<file path="src/rtl/pwr_state_pkg.sv">
package pwr_state_pkg;

  typedef enum logic [3:0] {
    ST_C0 = 4'd0,
    ST_C1 = 4'd1,
    ST_C2 = 4'd2,
    ST_C3 = 4'd3,
    ST_C4 = 4'd4,
    ST_S1 = 4'd5,
    ST_S3 = 4'd6,
    ST_S4 = 4'd7,
    ST_S5 = 4'd8,
    ST_G3 = 4'd9
  } pst_e;

  typedef enum logic [1:0] {
    PH_IDLE = 2'd0,
    PH_ENT  = 2'd1,
    PH_LOW  = 2'd2,
    PH_RST  = 2'd3
  } c4ph_e;

  function automatic pst_e sleep_target(input logic [1:0] typ);
    case (typ)
      2'd0:    sleep_target = ST_S1;
      2'd1:    sleep_target = ST_S3;
      2'd2:    sleep_target = ST_S4;
      default: sleep_target = ST_S5;
    endcase
  endfunction

endpackage

</file>
<file path="src/rtl/pwr_idle_sel.sv">
module pwr_idle_sel
  import pwr_state_pkg::*;
(
  input  logic c4onc3_en_i,
  input  logic bmz_en_i,
  input  logic bm_active_i,
  output pst_e deep_tgt_o
);

  always_comb begin
    if (!c4onc3_en_i)
      deep_tgt_o = ST_C3;
    else if (bmz_en_i && bm_active_i)
      deep_tgt_o = ST_C3;
    else
      deep_tgt_o = ST_C4;
  end

endmodule

</file>
<file path="src/rtl/pwr_c4_seq.sv">
module pwr_c4_seq
  import pwr_state_pkg::*;
#(
  parameter int RESTORE_CYC = 4
) (
  input  logic clk,
  input  logic rst_n,
  input  logic enter_i,
  input  logic exit_req_i,
  input  logic abort_i,
  output logic low_o,
  output logic done_o
);

  localparam int CW = (RESTORE_CYC < 2) ? 1 : $clog2(RESTORE_CYC);
  localparam logic [CW-1:0] CNT_LOAD = CW'(RESTORE_CYC - 1);

  c4ph_e          ph_q, ph_d;
  logic [CW-1:0]  cnt_q, cnt_d;
  logic           cnt_en;

  always_comb begin
    ph_d   = ph_q;
    cnt_d  = cnt_q;
    cnt_en = 1'b0;
    if (abort_i) begin
      ph_d = PH_IDLE;
    end else begin
      case (ph_q)
        PH_IDLE: if (enter_i) ph_d = PH_ENT;
        PH_ENT:  ph_d = PH_LOW;
        PH_LOW: begin
          if (exit_req_i) begin
            ph_d   = PH_RST;
            cnt_d  = CNT_LOAD;
            cnt_en = 1'b1;
          end
        end
        PH_RST: begin
          if (cnt_q == '0) begin
            ph_d = PH_IDLE;
          end else begin
            cnt_d  = cnt_q - 1'b1;
            cnt_en = 1'b1;
          end
        end
        default: ph_d = PH_IDLE;
      endcase
    end
  end

  always_ff @(posedge clk or negedge rst_n) begin
    if (!rst_n) begin
      ph_q  <= PH_IDLE;
      cnt_q <= '0;
    end else begin
      ph_q <= ph_d;
      if (cnt_en) cnt_q <= cnt_d;
    end
  end

  assign low_o  = (ph_q == PH_LOW);
  assign done_o = (ph_q == PH_RST) && (cnt_q == '0);

endmodule

</file>
<file path="src/rtl/pwr_state_ctrl.sv">
module pwr_state_ctrl
  import pwr_state_pkg::*;
#(
  parameter int RESTORE_CYC = 4,
  parameter int SYNC_STAGES = 2
) (
  input  logic       clk,
  input  logic       rst_n,
  input  logic       halt_i,
  input  logic       lvl2_rd_i,
  input  logic       lvl3_rd_i,
  input  logic       lvl4_rd_i,
  input  logic       slp_en_i,
  input  logic [1:0] slp_typ_i,
  input  logic       pwrbtn_ovr_i,
  input  logic       pwr_fail_i,
  input  logic       break_evt_i,
  input  logic       stpclk_req_i,
  input  logic       c4onc3_en_i,
  input  logic       bmz_en_i,
  input  logic       bm_active_i,
  input  logic       afterg3_i,
  output logic [3:0] state_o,
  output logic       stpclk_o,
  output logic       stpcpu_o,
  output logic       lowv_o
);

  // reset: asserted asynchronously, released on a clock edge
  logic [SYNC_STAGES-1:0] rst_sync_q;
  logic                   rst_n_s;

  always_ff @(posedge clk or negedge rst_n) begin
    if (!rst_n) rst_sync_q <= '0;
    else        rst_sync_q <= {rst_sync_q[SYNC_STAGES-2:0], 1'b1};
  end
  assign rst_n_s = rst_sync_q[SYNC_STAGES-1];

  pst_e st_q, st_d;
  logic pre_s5_q, pre_s5_d;
  pst_e deep_tgt;
  logic c4_low, c4_done;
  logic c4_enter, c4_exit, c4_abort;

  pwr_idle_sel u_idle_sel (
    .c4onc3_en_i (c4onc3_en_i),
    .bmz_en_i    (bmz_en_i),
    .bm_active_i (bm_active_i),
    .deep_tgt_o  (deep_tgt)
  );

  assign c4_enter = (st_d == ST_C4) && (st_q != ST_C4);
  assign c4_exit  = (st_q == ST_C4) && break_evt_i;
  assign c4_abort = (st_q == ST_C4) && pwr_fail_i;

  pwr_c4_seq #(.RESTORE_CYC(RESTORE_CYC)) u_c4_seq (
    .clk        (clk),
    .rst_n      (rst_n_s),
    .enter_i    (c4_enter),
    .exit_req_i (c4_exit),
    .abort_i    (c4_abort),
    .low_o      (c4_low),
    .done_o     (c4_done)
  );

  always_comb begin
    st_d     = st_q;
    pre_s5_d = pre_s5_q;
    if (st_q == ST_G3) begin
      if (!pwr_fail_i)
        st_d = (afterg3_i || pre_s5_q) ? ST_S5 : ST_C0;
    end else if (pwr_fail_i) begin
      st_d     = ST_G3;
      pre_s5_d = (st_q == ST_S5);
    end else if (pwrbtn_ovr_i && (st_q == ST_C0 || st_q == ST_C1)) begin
      st_d = ST_S5;
    end else begin
      case (st_q)
        ST_C0: begin
          if (slp_en_i)                    st_d = sleep_target(slp_typ_i);
          else if (lvl3_rd_i || lvl4_rd_i) st_d = deep_tgt;
          else if (lvl2_rd_i)              st_d = ST_C2;
          else if (halt_i)                 st_d = ST_C1;
        end
        ST_C1: begin
          if (break_evt_i)       st_d = ST_C0;
          else if (stpclk_req_i) st_d = ST_C2;
        end
        ST_C2, ST_C3: if (break_evt_i) st_d = ST_C0;
        ST_C4:        if (c4_done)     st_d = ST_C0;
        default: ;
      endcase
    end
  end

  always_ff @(posedge clk or negedge rst_n_s) begin
    if (!rst_n_s) begin
      st_q     <= ST_C0;
      pre_s5_q <= 1'b0;
    end else begin
      st_q     <= st_d;
      pre_s5_q <= pre_s5_d;
    end
  end

  assign state_o  = st_q;
  assign stpclk_o = (st_q == ST_C2) || (st_q == ST_C3) || (st_q == ST_C4);
  assign stpcpu_o = (st_q == ST_C3) || (st_q == ST_C4);
  assign lowv_o   = (st_q == ST_C4) && c4_low;

endmodule

</file>
<file path="config.mk">
export PLATFORM = sky130hd
export DESIGN_NAME = pwr_state_ctrl
export DESIGN_NICKNAME = d
export VERILOG_FILES = /design/src/rtl/pwr_state_pkg.sv /design/src/rtl/pwr_idle_sel.sv /design/src/rtl/pwr_c4_seq.sv /design/src/rtl/pwr_state_ctrl.sv
export SDC_FILE = /design/constraint.sdc
export NUM_CORES = 1
export LEC_CHECK = 0
export ABC_AREA = 1
export ABC_CLOCK_PERIOD_IN_PS = 850
export BUFFER_PORTS_ARGS = -buffer_cell sky130_fd_sc_hd__buf_4
export CORE_ASPECT_RATIO = 0.75
export CORE_MARGIN = 1.5
export CORE_UTILIZATION = 42
export DETAILED_ROUTE_END_ITERATION = 10
export HOLD_SLACK_MARGIN = 0.15
export PLACE_DENSITY = 0.71
export SYNTH_ARGS = -nofsm -noshare
export SYNTH_HDL_FRONTEND = slang
export SYNTH_SLANG_ARGS = --single-unit
</file>
<file path="constraint.sdc">
create_clock -name clk -period 0.85 [get_ports clk]
set_input_delay 0.0425 -clock clk [delete_from_list [all_inputs] [get_ports clk]]
set_output_delay 0.0425 -clock clk [all_outputs]
set_load 0.005 [all_outputs]
</file>
==> impl_metrics.json <==
{
  "status": "finished with violations",
  "violations": "setup timing",
  "critPathCaptureType": "flip-flop",
  "power.static_leakage_nw": 0.903,
  "crit_path_cell_trace": "nor2_4 > nand3_4 > nor2_2 > nor2_1 > nand2_1 > nand2_2 > nor2_4 > nand3_2 > nand2_2 > nand2_2 > nand2_1 > nand2_1",
  "finalCritPeriodShare": 2.01,
  "worst_skew_pair.late_latency_ns": 0.27,
  "layout_commonest_cell": "buf_4",
  "fin_util": 0.789,
  "timing.final.crit_period_ns": 1.71,
  "drive_gt1_frac": 0.510,
  "worst_path_dominant_cell_family": "simple AND/OR/NAND/NOR gates",
  "synthToLayoutAreaGrowth_pct": 73.0,
  "end_point_of_the_critical_path": "u_c4_seq.ph_q[0]",
  "cts.path.max_buffers": 2,
  "hp-class": "in2reg",
  "diodes_inserted": 0,
  "clock_tree_from_tritoncts": "yes",
  "final-max-slew-violation-count": 0,
  "rsz0062_at_grt": "true",
  "layoutNonFillerInstCount": 234,
  "synth_cell_type_count": 20,
  "chipHeight_um": 44.0,
  "cts_sinks": 11,
  "crit-reg2reg-launch": "state_o[1]",
  "dp_slack_ns": -0.745,
  "initialDrtViolationCount": 59,
  "critical_path.max_fanout": 6,
  "viasPerCell": 5.26,
  "tritoncts.num_buffers": 3,
  "setup_viol_count_final": 16,
  "timing_hold_violations_final": 0,
  "clk_transition_reported_paths_ns": 0.07,
  "fin_worst_skew_ns": 0.00329,
  "startpoint_type": "flip-flop",
  "cp.required_ns": 1.01,
  "clock_root_buffer": "clkbuf_4",
  "globalRouteTotalUtil": 0.256,
  "postRouteAntennaNets": 0,
  "routabilityCongestion": 0.944,
  "total_number_of_vias": 1232,
  "synthesis.instances": 145,
  "cts.htree.levels": 1,
  "fill_cells": 123,
  "yosysWarningCount": 0,
  "synth.avg_cell_area_um2": 6.50,
  "whs_ns": 0.122,
  "cellPowerDensity_nw_per_um2": 2260,
  "highest_count_cells_in_the_layout_ignoring_fill_and_taps": "45 x buf_4, 27 x nand2_1, 22 x inv_1",
  "postLayoutSetupSlackWorst_ns": -0.861,
  "maxClockFrequency_ghz": 0.585,
  "reg2reg_to": "u_c4_seq.ph_q[0]",
  "postRouteWirelength_um": 3540,
  "design_power_total_mw": 3.69,
  "max_stage_delay_ns": 0.46,
  "cts_hold_buffers": 2,
  "cp_data_arrival_time_ns": 1.87,
  "fp.coreArea_um2": 2070,
  "grt_max_degree": 10,
  "die_x_um": 57.7,
  "path_buf_inv": 0,
  "finalNetCount": 236,
  "postSynthNetCount": 170,
  "overall_die_area_um2": 2540,
  "dp.cells": 220,
  "initial_core_util": 0.456,
  "drt_pass1_iterations": 4,
  "post_synthesis_sequential_area_ratio": 0.292,
  "syn_area_um2": 942,
  "worst_min_delay_path_startpoint": "pwr_fail_i",
  "detail_route.wl_per_cell_um": 15.1,
  "worst_ir_drop_vdd_uv": 1610,
  "place.port_buffers": 23,
  "reg2regPathDepth": 12,
  "library_cell_contributing_the_largest_single_delay_on_the_critical_path": "dfrtp_2",
  "reg2reg_slack_ns": -0.86,
  "globalRouteOverflowTotal": 0,
  "max_cap_viol_count": 0,
  "number_of_antenna_violations_at_the_first_check_in_global_routing": 0,
  "synth-seq-cells": 11,
  "grt_pass1_wl_um": 4940,
  "pin_count": 24,
  "hpwl_um": 2130,
  "crit_cells": 12,
  "core.rowCount": 14,
  "cp-startpoint": "state_o[1]",
  "first_global_vias": 1156,
  "remaining_drc_errors": 0,
  "path_class": "reg2reg"
}
==> worst min path at each step <==
| stage | cells past startpoint | to |
|---|---|---|
| after detailed placement | 1 | rst_sync_q[1] |
| after CTS | 4 | state_o[0] |
| after floorplan | 0 | rst_sync_q[0] |
| after global placement | 1 | rst_sync_q[0] |
| final | 4 | state_o[0] |
| after global routing | 4 | state_o[0] |
==> metrics by stage <==
step / instance area (um2) / setup TNS (ns)
global route: 1630 / -9.42
CTS: 1540 / -7.28
finish: 1630 / -8.55
global placement: 1370 / -5.46
detailed placement: 1370 / -5.69
floorplan: 955 / -3.68
==> cells by family after synthesis <==
kind of cell / Yosys count / share of synthesized area
AO/OA/AOI/OAI: 10 / 0.0611
adder cells (fa/ha/maj): 8 / 0.106
buffers and inverters: 31 / 0.124
flip-flops: 11 / 0.292
other: 1 / 0.00398
AND/OR/NAND/NOR: 84 / 0.413
==> registers in the layout (all words and copies together), names as in the netlist <==
signal          flops
pre_s5_q            1
u_c4_seq.ph_q       2
state_o             4
rst_sync_q          2
u_c4_seq.cnt_q      2
==> power by group <==
part	internal (mW)	switching [mW]	total [mW]	leakage, nW
sequential	0.674	0.146	0.821	0.122
clock	0.174	0.187	0.361	0.0177
combinational	1.17	1.33	2.51	0.764
==> cell type report <==
class | instances | area (um2) | share of cell area
tap | 24 | 30.0 | 0.0184
timing repair buffer | 61 | 515 | 0.316
sequential | 11 | 280 | 0.172
multi-input combinational | 103 | 656 | 0.402
clock inverter | 1 | 5.00 | 0.00307
clock buffer | 3 | 22.5 | 0.0138
inverter | 31 | 121 | 0.0744
==> routing by layer <==
| metal | vias to the layer above | routed length, um | track usage | share of wire |
|---|---|---|---|---|
| met5 | - | 0 | 0 | 0 |
| met4 | 0 | 114 | 0.0279 | 0.032 |
| met3 | 14 | 289 | 0.0585 | 0.082 |
| met2 | 65 | 1620 | 0.470 | 0.46 |
| met1 | 579 | 1520 | 0.322 | 0.43 |
| li1 | 574 | - | - | - |
==> worst reg2reg max path, delay by kind of cell (launching register included) <==
kind             cells  cell delay [ns]
and+or+nand+nor     12             1.15
DFF                  1             0.46
==> cell usage after synthesis (all sizes together) <==
cell	instances	area, um2
a21oi	5	28.8
and2	1	8.76
conb	1	3.75
dfrtp	11	275
ha	8	100
inv	31	116
nand2	37	146
nand3	15	90.1
nand3b	1	7.51
nand4	3	18.8
nor2	24	103
nor3	3	15.0
o21ai	5	28.8
==> timing repair <==
action | 4_1_cts | 5_1_grt
setup buffers | 6 | 6
hold endpoints to repair | 3 | 1
endpoints found under the setup margin | 16 | 16
gates resized for setup | 28 | 19
pin swaps | 12 | 9
(Power assumes the default switching activity.)
